--- config.mk ---
export PLATFORM = sky130hd
export DESIGN_NAME = nand_txn_seq
export DESIGN_NICKNAME = d
export VERILOG_FILES = /design/src/rtl/nand_txn_pkg.sv /design/src/rtl/nand_txn_status.sv /design/src/rtl/nand_txn_poll_ctr.sv /design/src/rtl/nand_txn_desc.sv /design/src/rtl/nand_txn_seq.sv
export SDC_FILE = /design/constraint.sdc
export NUM_CORES = 1
export LEC_CHECK = 0
export ABC_AREA = 1
export BUFFER_PORTS_ARGS = -buffer_cell sky130_fd_sc_hd__buf_2
export CAP_MARGIN = 20
export CORE_MARGIN = 1
export CORE_UTILIZATION = 30
export CTS_BUF_LIST = sky130_fd_sc_hd__clkbuf_4 sky130_fd_sc_hd__clkbuf_8
export CTS_CLUSTER_DIAMETER = 40
export CTS_CLUSTER_SIZE = 8
export DETAILED_ROUTE_END_ITERATION = 16
export GPL_TIMING_DRIVEN = 0
export SYNTH_ARGS = -nofsm -noshare
export SYNTH_HDL_FRONTEND = slang
export SYNTH_SLANG_ARGS = --single-unit
--- constraint.sdc ---
create_clock -name clk -period 3.3 [get_ports clk]
set_clock_uncertainty 0.15 [all_clocks]
set_input_delay 0.495 -clock clk [delete_from_list [all_inputs] [get_ports clk]]
set_output_delay 0.495 -clock clk [all_outputs]
set_load 0.1 [all_outputs]
--- src/rtl/nand_txn_pkg.sv ---
package nand_txn_pkg;
  localparam logic [7:0] OP_WREN  = 8'h06;
  localparam logic [7:0] OP_WRDI  = 8'h04;
  localparam logic [7:0] OP_LOAD  = 8'h02;
  localparam logic [7:0] OP_EXEC  = 8'h10;
  localparam logic [7:0] OP_ERASE = 8'hD8;
  localparam logic [7:0] OP_PREAD = 8'h13;
  localparam logic [7:0] OP_CRD   = 8'h03;
  localparam logic [7:0] OP_CRDF  = 8'h0B;
  localparam logic [7:0] OP_GETF  = 8'h0F;
  localparam logic [7:0] STAT_REG = 8'hC0;

  localparam int BUSY_BIT  = 0;
  localparam int EFAIL_BIT = 2;
  localparam int PFAIL_BIT = 3;

  localparam logic [1:0] KIND_READ  = 2'd0;
  localparam logic [1:0] KIND_PROG  = 2'd1;
  localparam logic [1:0] KIND_ERASE = 2'd2;

  localparam logic [1:0] DIR_NONE = 2'd0;
  localparam logic [1:0] DIR_IN   = 2'd1;
  localparam logic [1:0] DIR_OUT  = 2'd2;

  localparam logic [1:0] RES_PASS    = 2'd0;
  localparam logic [1:0] RES_FAIL    = 2'd1;
  localparam logic [1:0] RES_TIMEOUT = 2'd2;

  typedef enum logic [3:0] {
    ST_IDLE, ST_WREN, ST_LOAD, ST_EXEC, ST_ERASE,
    ST_PREAD, ST_POLL, ST_CREAD, ST_WRDI, ST_DONE
  } step_e;
endpackage

--- src/rtl/nand_txn_status.sv ---
module nand_txn_status
  import nand_txn_pkg::*;
(
  input  logic [1:0] kind,
  input  logic [7:0] status,
  output logic       busy,
  output logic       failed
);
  always_comb begin
    busy   = status[BUSY_BIT];
    failed = 1'b0;
    case (kind)
      KIND_PROG:  failed = status[PFAIL_BIT];
      KIND_ERASE: failed = status[EFAIL_BIT];
      default:    failed = 1'b0;
    endcase
  end
endmodule

--- src/rtl/nand_txn_poll_ctr.sv ---
module nand_txn_poll_ctr #(
  parameter int CNT_W = 16
) (
  input  logic             clk,
  input  logic             rst,
  input  logic             clear,
  input  logic             bump,
  input  logic [CNT_W-1:0] limit,
  output logic             last
);
  logic [CNT_W-1:0] cnt;

  // the next busy reply would be reply number cnt+1
  assign last = ({1'b0, cnt} + 1'b1) >= {1'b0, limit};

  always_ff @(posedge clk) begin
    if (rst || clear) cnt <= '0;
    else if (bump)    cnt <= cnt + 1'b1;
  end
endmodule

--- src/rtl/nand_txn_desc.sv ---
module nand_txn_desc
  import nand_txn_pkg::*;
#(
  parameter int ROW_BYTES = 3,
  parameter int COL_BYTES = 2,
  parameter int LEN_W     = 16,
  localparam int ROW_W    = 8 * ROW_BYTES,
  localparam int COL_W    = 8 * COL_BYTES
) (
  input  step_e             step,
  input  logic              fast,
  input  logic [ROW_W-1:0]  row,
  input  logic [COL_W-1:0]  col,
  input  logic [LEN_W-1:0]  len,
  output logic [7:0]        code,
  output logic [ROW_W-1:0]  addr,
  output logic [1:0]        abytes,
  output logic [1:0]        dummy,
  output logic [1:0]        dir,
  output logic [LEN_W-1:0]  dlen
);
  always_comb begin
    code   = 8'h00;
    addr   = '0;
    abytes = 2'd0;
    dummy  = 2'd0;
    dir    = DIR_NONE;
    dlen   = '0;
    case (step)
      ST_WREN: code = OP_WREN;
      ST_WRDI: code = OP_WRDI;
      ST_LOAD: begin
        code = OP_LOAD; addr = ROW_W'(col); abytes = 2'(COL_BYTES);
        dir = DIR_OUT; dlen = len;
      end
      ST_EXEC:  begin code = OP_EXEC;  addr = row; abytes = 2'(ROW_BYTES); end
      ST_ERASE: begin code = OP_ERASE; addr = row; abytes = 2'(ROW_BYTES); end
      ST_PREAD: begin code = OP_PREAD; addr = row; abytes = 2'(ROW_BYTES); end
      ST_POLL: begin
        code = OP_GETF; addr = ROW_W'(STAT_REG); abytes = 2'd1;
        dir = DIR_IN; dlen = LEN_W'(1);
      end
      ST_CREAD: begin
        code = fast ? OP_CRDF : OP_CRD; addr = ROW_W'(col);
        abytes = 2'(COL_BYTES); dummy = fast ? 2'd1 : 2'd0;
        dir = DIR_IN; dlen = len;
      end
      default: code = 8'h00;
    endcase
  end
endmodule

--- src/rtl/nand_txn_seq.sv ---
module nand_txn_seq
  import nand_txn_pkg::*;
#(
  parameter int ROW_BYTES = 3,
  parameter int COL_BYTES = 2,
  parameter int LEN_W     = 16,
  parameter int CNT_W     = 16,
  localparam int ROW_W    = 8 * ROW_BYTES,
  localparam int COL_W    = 8 * COL_BYTES
) (
  input  logic              clk,
  input  logic              rst,
  input  logic              req_valid,
  output logic              req_ready,
  input  logic [1:0]        req_kind,
  input  logic              req_fast,
  input  logic [ROW_W-1:0]  req_row,
  input  logic [COL_W-1:0]  req_col,
  input  logic [LEN_W-1:0]  req_len,
  input  logic [CNT_W-1:0]  poll_limit,
  output logic              op_start,
  output logic [7:0]        op_code,
  output logic [ROW_W-1:0]  op_addr,
  output logic [1:0]        op_addr_bytes,
  output logic [1:0]        op_dummy_bytes,
  output logic [1:0]        op_dir,
  output logic [LEN_W-1:0]  op_len,
  input  logic              op_done,
  input  logic [7:0]        op_rdata,
  output logic              done,
  output logic [1:0]        result
);
  step_e            st, nxt;
  logic             wait_q;
  logic [1:0]       kind_q, res_q, nxt_res;
  logic             fast_q;
  logic [ROW_W-1:0] row_q;
  logic [COL_W-1:0] col_q;
  logic [LEN_W-1:0] len_q;
  logic [CNT_W-1:0] limit_q;
  logic             st_busy, st_failed, poll_last;
  logic [7:0]       d_code;
  logic [ROW_W-1:0] d_addr;
  logic [1:0]       d_abytes, d_dummy, d_dir;
  logic [LEN_W-1:0] d_len;
  logic             accept, poll_reply;

  assign req_ready  = (st == ST_IDLE);
  assign accept     = req_ready && req_valid && (req_kind != 2'd3);
  assign poll_reply = (st == ST_POLL) && wait_q && op_done;

  nand_txn_status u_status (
    .kind(kind_q), .status(op_rdata), .busy(st_busy), .failed(st_failed)
  );

  nand_txn_poll_ctr #(.CNT_W(CNT_W)) u_poll (
    .clk(clk), .rst(rst), .clear(accept), .bump(poll_reply && st_busy),
    .limit(limit_q), .last(poll_last)
  );

  nand_txn_desc #(.ROW_BYTES(ROW_BYTES), .COL_BYTES(COL_BYTES), .LEN_W(LEN_W)) u_desc (
    .step(st), .fast(fast_q), .row(row_q), .col(col_q), .len(len_q),
    .code(d_code), .addr(d_addr), .abytes(d_abytes), .dummy(d_dummy),
    .dir(d_dir), .dlen(d_len)
  );

  // step that follows the completion of the current operation
  always_comb begin
    nxt     = st;
    nxt_res = res_q;
    case (st)
      ST_WREN:  nxt = (kind_q == KIND_PROG) ? ST_LOAD : ST_ERASE;
      ST_LOAD:  nxt = ST_EXEC;
      ST_EXEC, ST_ERASE, ST_PREAD: nxt = ST_POLL;
      ST_POLL: begin
        if (st_busy) begin
          if (poll_last) begin
            nxt_res = RES_TIMEOUT;
            nxt     = (kind_q == KIND_READ) ? ST_DONE : ST_WRDI;
          end else begin
            nxt = ST_POLL;
          end
        end else if (kind_q == KIND_READ) begin
          nxt = ST_CREAD;
        end else if (st_failed) begin
          nxt_res = RES_FAIL;
          nxt     = ST_WRDI;
        end else begin
          nxt_res = RES_PASS;
          nxt     = ST_DONE;
        end
      end
      ST_CREAD: begin nxt_res = RES_PASS; nxt = ST_DONE; end
      ST_WRDI:  nxt = ST_DONE;
      default:  nxt = st;
    endcase
  end

  always_ff @(posedge clk) begin
    if (rst) begin
      st <= ST_IDLE; wait_q <= 1'b0; kind_q <= KIND_READ; fast_q <= 1'b0;
      row_q <= '0; col_q <= '0; len_q <= '0; limit_q <= '0; res_q <= RES_PASS;
      op_start <= 1'b0; op_code <= 8'h00; op_addr <= '0; op_addr_bytes <= 2'd0;
      op_dummy_bytes <= 2'd0; op_dir <= DIR_NONE; op_len <= '0;
      done <= 1'b0; result <= RES_PASS;
    end else begin
      op_start <= 1'b0;
      done     <= 1'b0;
      case (st)
        ST_IDLE: if (accept) begin
          kind_q <= req_kind; fast_q <= req_fast; row_q <= req_row;
          col_q <= req_col; len_q <= req_len; limit_q <= poll_limit;
          res_q <= RES_PASS;
          st    <= (req_kind == KIND_READ) ? ST_PREAD : ST_WREN;
        end
        ST_DONE: begin
          done   <= 1'b1;
          result <= res_q;
          st     <= ST_IDLE;
        end
        default: begin
          if (!wait_q) begin
            op_start <= 1'b1; op_code <= d_code; op_addr <= d_addr;
            op_addr_bytes <= d_abytes; op_dummy_bytes <= d_dummy;
            op_dir <= d_dir; op_len <= d_len;
            wait_q <= 1'b1;
          end else if (op_done) begin
            wait_q <= 1'b0;
            st     <= nxt;
            res_q  <= nxt_res;
          end
        end
      endcase
    end
  end
endmodule

After elaboration in Yosys (flattened, before gate mapping)
Index checks and enable logic that the tools add are counted.

Bits in registers: 156. Input bits: 87. Output and inout bits: 59. Word-level logic and storage cells: 99.

$add $sub $neg: 2. Magnitude comparators: 1. Equal/unequal tests: 15. Mux-type cells: 34. Bitwise operators: 3. Reductions and logical operators: 25.

Operator list (count): 24-bit case mux with 3 select lines (1); 8-bit case mux with 8 select lines (1); 16-bit case mux with 2 select lines (1); 4-bit 2-to-1 mux (7); 4-bit case mux with 5 select lines (1); 16-bit by 1-bit adder with 17-bit output (second input constant) (1); 17-bit by 16-bit greater-or-equal comparator with 1-bit output (1); 16-bit by 1-bit adder with 16-bit output (second input constant) (1); 4-bit by 3-bit == test with 1-bit output (second input constant) (4); 2-bit 2-to-1 mux (7); 2-bit case mux with 2 select lines (3); 3-bit nonzero test (3); 4-bit by 2-bit == test with 1-bit output (second input constant) (2); 4-bit == test (second input constant) (2); 1-bit 2-to-1 mux (8); 4-bit inequality test (second input constant) (2); 4-bit case mux with 2 select lines (1); 2-bit OR reduction (4); 7-bit AND reduction (1); 7-bit nonzero test (1); 3-bit 2-to-1 mux (2); 2-bit case mux with 3 select lines (1); 3-bit OR reduction (2); 1-bit logical AND (5); other kinds (13) (18).

Depth between registers and ports, before layout
Depth after elaboration: 9. Depth in mapped cells: 22. Gate-level depth less buffers: 22.

Hierarchy
A second synthesis with hierarchy kept.

Cells, all modules: 1054. Area total of the unflattened synthesis: 7362.1 um^2.

Modules (own cells, without submodules): nand_txn_seq (times used 1, cells each 671, area an instance 5141.2 um^2, seq. area each 2802.7 um^2); nand_txn_poll_ctr (times used 1, cells each 233, area an instance 1455.1 um^2, seq. area each 320.3 um^2); nand_txn_desc (times used 1, cells each 142, area an instance 709.4 um^2, seq. area each 0.0 um^2); nand_txn_status (times used 1, cells each 8, area an instance 56.3 um^2, seq. area each 0.0 um^2).

Worst setup path after synthesis
No wires, ideal clock.

Kind: flip-flop to flip-flop. From: reg u_poll.cnt[0]. To: reg res_q[0]. Arrival time: 2610 ps. Data required time: 3080 ps. Slack: 470 ps. Stages on the path, launching flop included: 19. Cell sequence: dfxtp_1 > nand3_1 > nor3b_2 > nand3_1 > nor3_2 > nand3_1 > nor2_1 > xnor2_1 > inv_1 > ha_1 > a211oi_1 > nand2_1 > nor2_1 > nand2_1 > nand2_1 > nand2_1 > nand3_1 > nand2_1 > a21oi_1.

Longest elaborated chain between the ends: 4.

RTL lines: start: declaration (RTL line nand_txn_poll_ctr.sv:11) `logic [CNT_W-1:0] cnt;`; start signal: assignment (RTL line nand_txn_poll_ctr.sv:18) `else if (bump) cnt <= cnt + 1'b1;`; 16-bit by 1-bit adder with 17-bit output (RTL line nand_txn_poll_ctr.sv:14) `assign last = ({1'b0, cnt} + 1'b1) >= {1'b0, limit};`; 17-bit by 16-bit greater-or-equal comparator with 1-bit output (RTL line nand_txn_poll_ctr.sv:14); 4-bit inequality test (no source line); 7-bit AND reduction (no source line); end signal: assignment (RTL line nand_txn_seq.sv:130) `res_q <= nxt_res;`; end: declaration (RTL line nand_txn_seq.sv:35) `logic [1:0] kind_q, res_q, nxt_res;`.

No other way between the ends. A chain may end at the register's enable or synchronous reset.

Worst setup path after layout
Same ends and word-level chain as after synthesis.

==> impl.org <==
** Route
- In this run the remaining antenna-violating nets after routing total 0.
- Avg WL per Cell :: 14.8 um
- The first detailed-routing pass ran for 4 iterations.
- Routed via count divided by cell count :: 4.64
- Starting DRT DRC Count :: 245
- In the routed design, unresolved DRC markers number 0.
- The final route contains 5,989 vias.
- Detailed Route WL :: 19.1 mm

** STA
- Counting I/O delays and the setup requirement, the final critical path takes 3.09 ns.
- Fin Setup TNS :: 0 ns
- Max-slew violation total from the final report :: 0
- Endpoints failing setup :: 0
- The worst pin sits at a relative slew slack of 53.6%.
- RSZ-0062 raised after global routing :: false
- Fin. Hold Viols :: 0
- At the pin with the least slew margin, the transition time is 0.697 ns.
- Of the available clock period, the critical path in the final layout requires 93.5%.
- Fmax :: 324 MHz

** CTS
- In this run, CTS created clock tree buffers numbering 17.
- TritonCTS built the clock tree.
- The clock tree synthesis step divided the H-tree into 4 levels.
- The clock passes through at most 2 buffers.
- Latest clock arrival within the worst-skew pair :: 0.46 ns
- After clock tree synthesis, the clock-pin slew on the worst setup and hold paths is 0.09 ns.
- The tree is rooted in a clkbuf_8.
- The number of hold buffers added after CTS was 0.
- Clock Sinks :: 153

** Worst hold path
- The startpoint identified for the worst hold timing path is req_row[20].
- Sink of the worst hold path :: row_q[20]
- The tightest min-delay check is of the in -> reg type.
- The worst hold path was traced through 3 stages.

** Yosys
- Yosys mapped a number of flops with a built-in enable equal to 0.
- During synthesis, Yosys emitted a total of 0 warnings.
- Main synth FF type :: dfxtp_1
- The share of the Yosys chip area taken by registers is 46.5%.
- Cell variety after synth :: 43
- Synthesis produced a netlist whose cell count is 843.
- The cell area that synthesis handed to floorplanning was 0.00658 mm2.
- Async SR Flop Fraction :: 0%
- After synthesis, the largest area contributor takes up 46.5% of total cell area.
- After synthesis, the cell types taking the most area are dfxtp_1, a21oi_1, o21ai_0.
- Number of synthesized register bits :: 153
- Cell with the most instances after synthesis :: dfxtp_1
- Counting instances in the post-synthesis netlist gives the leading cell types as dfxtp_1, a21oi_1, nand2_1.
- Summed over all instances, the cell type with the most area after synthesis is dfxtp_1.
- Post-Syn Area per Cell :: 7.81 um2

** Power
- Fraction of power consumed by sequential logic :: 34.3%
- Internal power comes to 0.00369 W.
- Net Sw Frac :: 44.5%
- Share of power burned in combinational logic :: 42.2%
- Summed over all nets, the switching power comes to 0.00296 W.
- Worst VDD drop :: 0.328 mV
- Leakage component of the power :: 3.50 nW
- Dividing total power by cell area gives a power density of 821 mW/mm2.
- The clock network accounts for 23.5% of the total power.

** Floorplan
- Die W :: 150 um
- The die covers 0.0225 mm2.
- Core Region :: 0.0213 mm2
- FP Rows :: 53
- The initial utilization of the core area, before any placement, comes to 30.9%.
- 146 I/O pins were placed.
- The die is 150 um tall.

** Worst setup path
- CP Data Required Time :: 3.54 ns
- Nature of the critical path startpoint :: register
- The worst setup path is of the reg -> reg kind.
- Arrival time reported for the critical path endpoint :: 3.32 ns
- Tracing the worst setup path back leads to its startpoint at u_poll.cnt[0].
- Register-to-Register Setup Slack :: 0.21 ns
- Maximum fanout encountered on the critical timing path :: 6
- In this run the critical register-to-register path is launched from u_poll.cnt[0].
- Worst flop-to-flop path endpoint :: res_q[0]
- Number of cell instances on the worst register-to-register path :: 18
- The worst setup path is captured at a register.

** Placed design
- In this run the tool buffered the top-level ports with 137 buffer cells.
- HPWL after DPL :: 14.6 mm
- Number of cells after detailed placement :: 1,256
- At the end of routability-driven placement, the weighted congestion stood at 0.822.

** Global route
- The number of antenna violations at the first check in global routing is 1.
- For this run the aggregate overflow at the end of global routing stands at 0.
- Entering global routing, the biggest net connects 17 pins.
- Via count of the first global-routing pass :: 5,624
- First-pass GRT wire length :: 29.5 mm
- For this run, the total global-route usage over all layers was measured as 17.5%.

** Finish
- In the final design database the tool counted 1,109 nets.
- Non-Filler Instances :: 1,290
- Area added between synthesis and finish :: 23.2%
- Fraction of layout instances using a drive strength above 1 :: 23.5%

** Flow run
- Max-capacitance violation count :: 0

** Outcome
- The flow ran to the end, and the final reports show no timing, DRC or antenna violations.
[what timing repair did]
item / 4_1_cts / 5_1_grt
buffers inserted: 1 / 1
setup endpoints to repair: 4 / 6
gates resized for setup: 1 / 13
pin swaps: 1 / 3
[per-layer routing]
layer	vias up	global-route usage [%]	wire, um
li1	3092	-	-
met1	2730	22.2	8760
met2	139	28.7	8950
met3	28	4.06	925
met4	0	6.57	435
met5	-	0	0
[placed cells by master (no fill, tap or decap), types with 6 or more instances in the layout]
| cell | n |
|---|---|
| buf_2 | 145 |
| o21ai_0 | 97 |
| nand2_1 | 116 |
| dfxtp_1 | 150 |
| nor2_2 | 9 |
| nor2_1 | 58 |
| clkbuf_1 | 31 |
| inv_1 | 97 |
| o22ai_1 | 16 |
| xor2_1 | 8 |
| clkbuf_8 | 18 |
| o31ai_2 | 10 |
| a21oi_1 | 117 |
| inv_2 | 11 |
| ha_1 | 20 |
| nand3_1 | 32 |
| buf_4 | 6 |
[flip-flops by register name, summed over array words and instances (netlist names), 2 cells and up]
register	count
col_q	16
kind_q	2
len_q	16
limit_q	16
op_addr	24
op_addr_bytes	2
op_code	6
op_dir	2
op_len	16
res_q	2
result	2
row_q	24
st	4
u_poll.cnt	16
[kinds of logic (layout without fill, tap and decap cells)]
kind of cell,Yosys count,after routing,share of synthesized area (%)
AND/OR/NAND/NOR,240,240,16.3
other,1,3,0.0570
buffers and inverters,158,328,9.85
flip-flops,153,153,46.5
XOR/XNOR,13,13,1.73
AO/OA/AOI/OAI,258,258,21.7
adder cells (fa/ha/maj),20,20,3.80
[critical path: stages (launching register included)]
cell and delay, ns:
dfxtp_4 0.38, nand3_1 0.12, nor3b_2 0.25, nand3_2 0.15, nor3_4 0.23, nand3_2 0.12
nor2_1 0.14, xnor2_1 0.15, inv_1 0.06, ha_1 0.31, a211oi_1 0.25, nand2_1 0.08
nor2_1 0.10, nand2_1 0.08, nand2_1 0.07, nand2_2 0.09, nand3_1 0.11, nand2_1 0.06
a21oi_1 0.11
[stage by stage]
step / utilization, % / area [um2] / setup slack [ns] / hold WS [ns] / total power, W
after detailed placement: 35.8 / 7620 / -0.0825 / 0.294 / 0.00515
final: 38.1 / 8110 / 0.214 / 0.150 / 0.00666
after CTS: 37.8 / 8060 / 0.0571 / 0.122 / 0.00673
after floorplan: - / 6590 / 0.470 / 0.279 / 0.00442
after global placement: 35.8 / 7620 / -0.0189 / 0.289 / 0.00512
after global routing: 38.1 / 8110 / 0.00597 / 0.135 / 0.00707
[worst max path at each step]
| stage | end | cells past startpoint |
|---|---|---|
| final | res_q[0] | 18 |
| after global routing | st[2] | 21 |
| after CTS | res_q[0] | 21 |
| after detailed placement | res_q[0] | 21 |
| after global placement | res_q[0] | 21 |
| after floorplan | res_q[0] | 18 |
[layout make-up]
cell class | count | area (um2)
Timing Repair Buffer | 139 | 701
Fill cell | 2276 | 13200
Antenna cell | 1 | 2.50
Tap cell | 275 | 344
Sequential cell | 153 | 3070
Inverter | 108 | 405
Clock inverter | 12 | 175
Buffer | 50 | 243
Multi-Input combinational cell | 533 | 2920
Clock buffer | 19 | 255
[power by group through the flow]
stage | clock, W | sequential (W) | combinational (W)
6_report | 0.00157 | 0.00228 | 0.00281
5_1_grt | 0.00167 | 0.00232 | 0.00308
4_1_cts | 0.00161 | 0.00228 | 0.00284
3_5_place_dp | 0 | 0.00233 | 0.00283
3_3_place_gp | 0 | 0.00232 | 0.00280
2_1_floorplan | 0 | 0.00275 | 0.00168
Note: power is estimated with default switching activity, not from simulation.
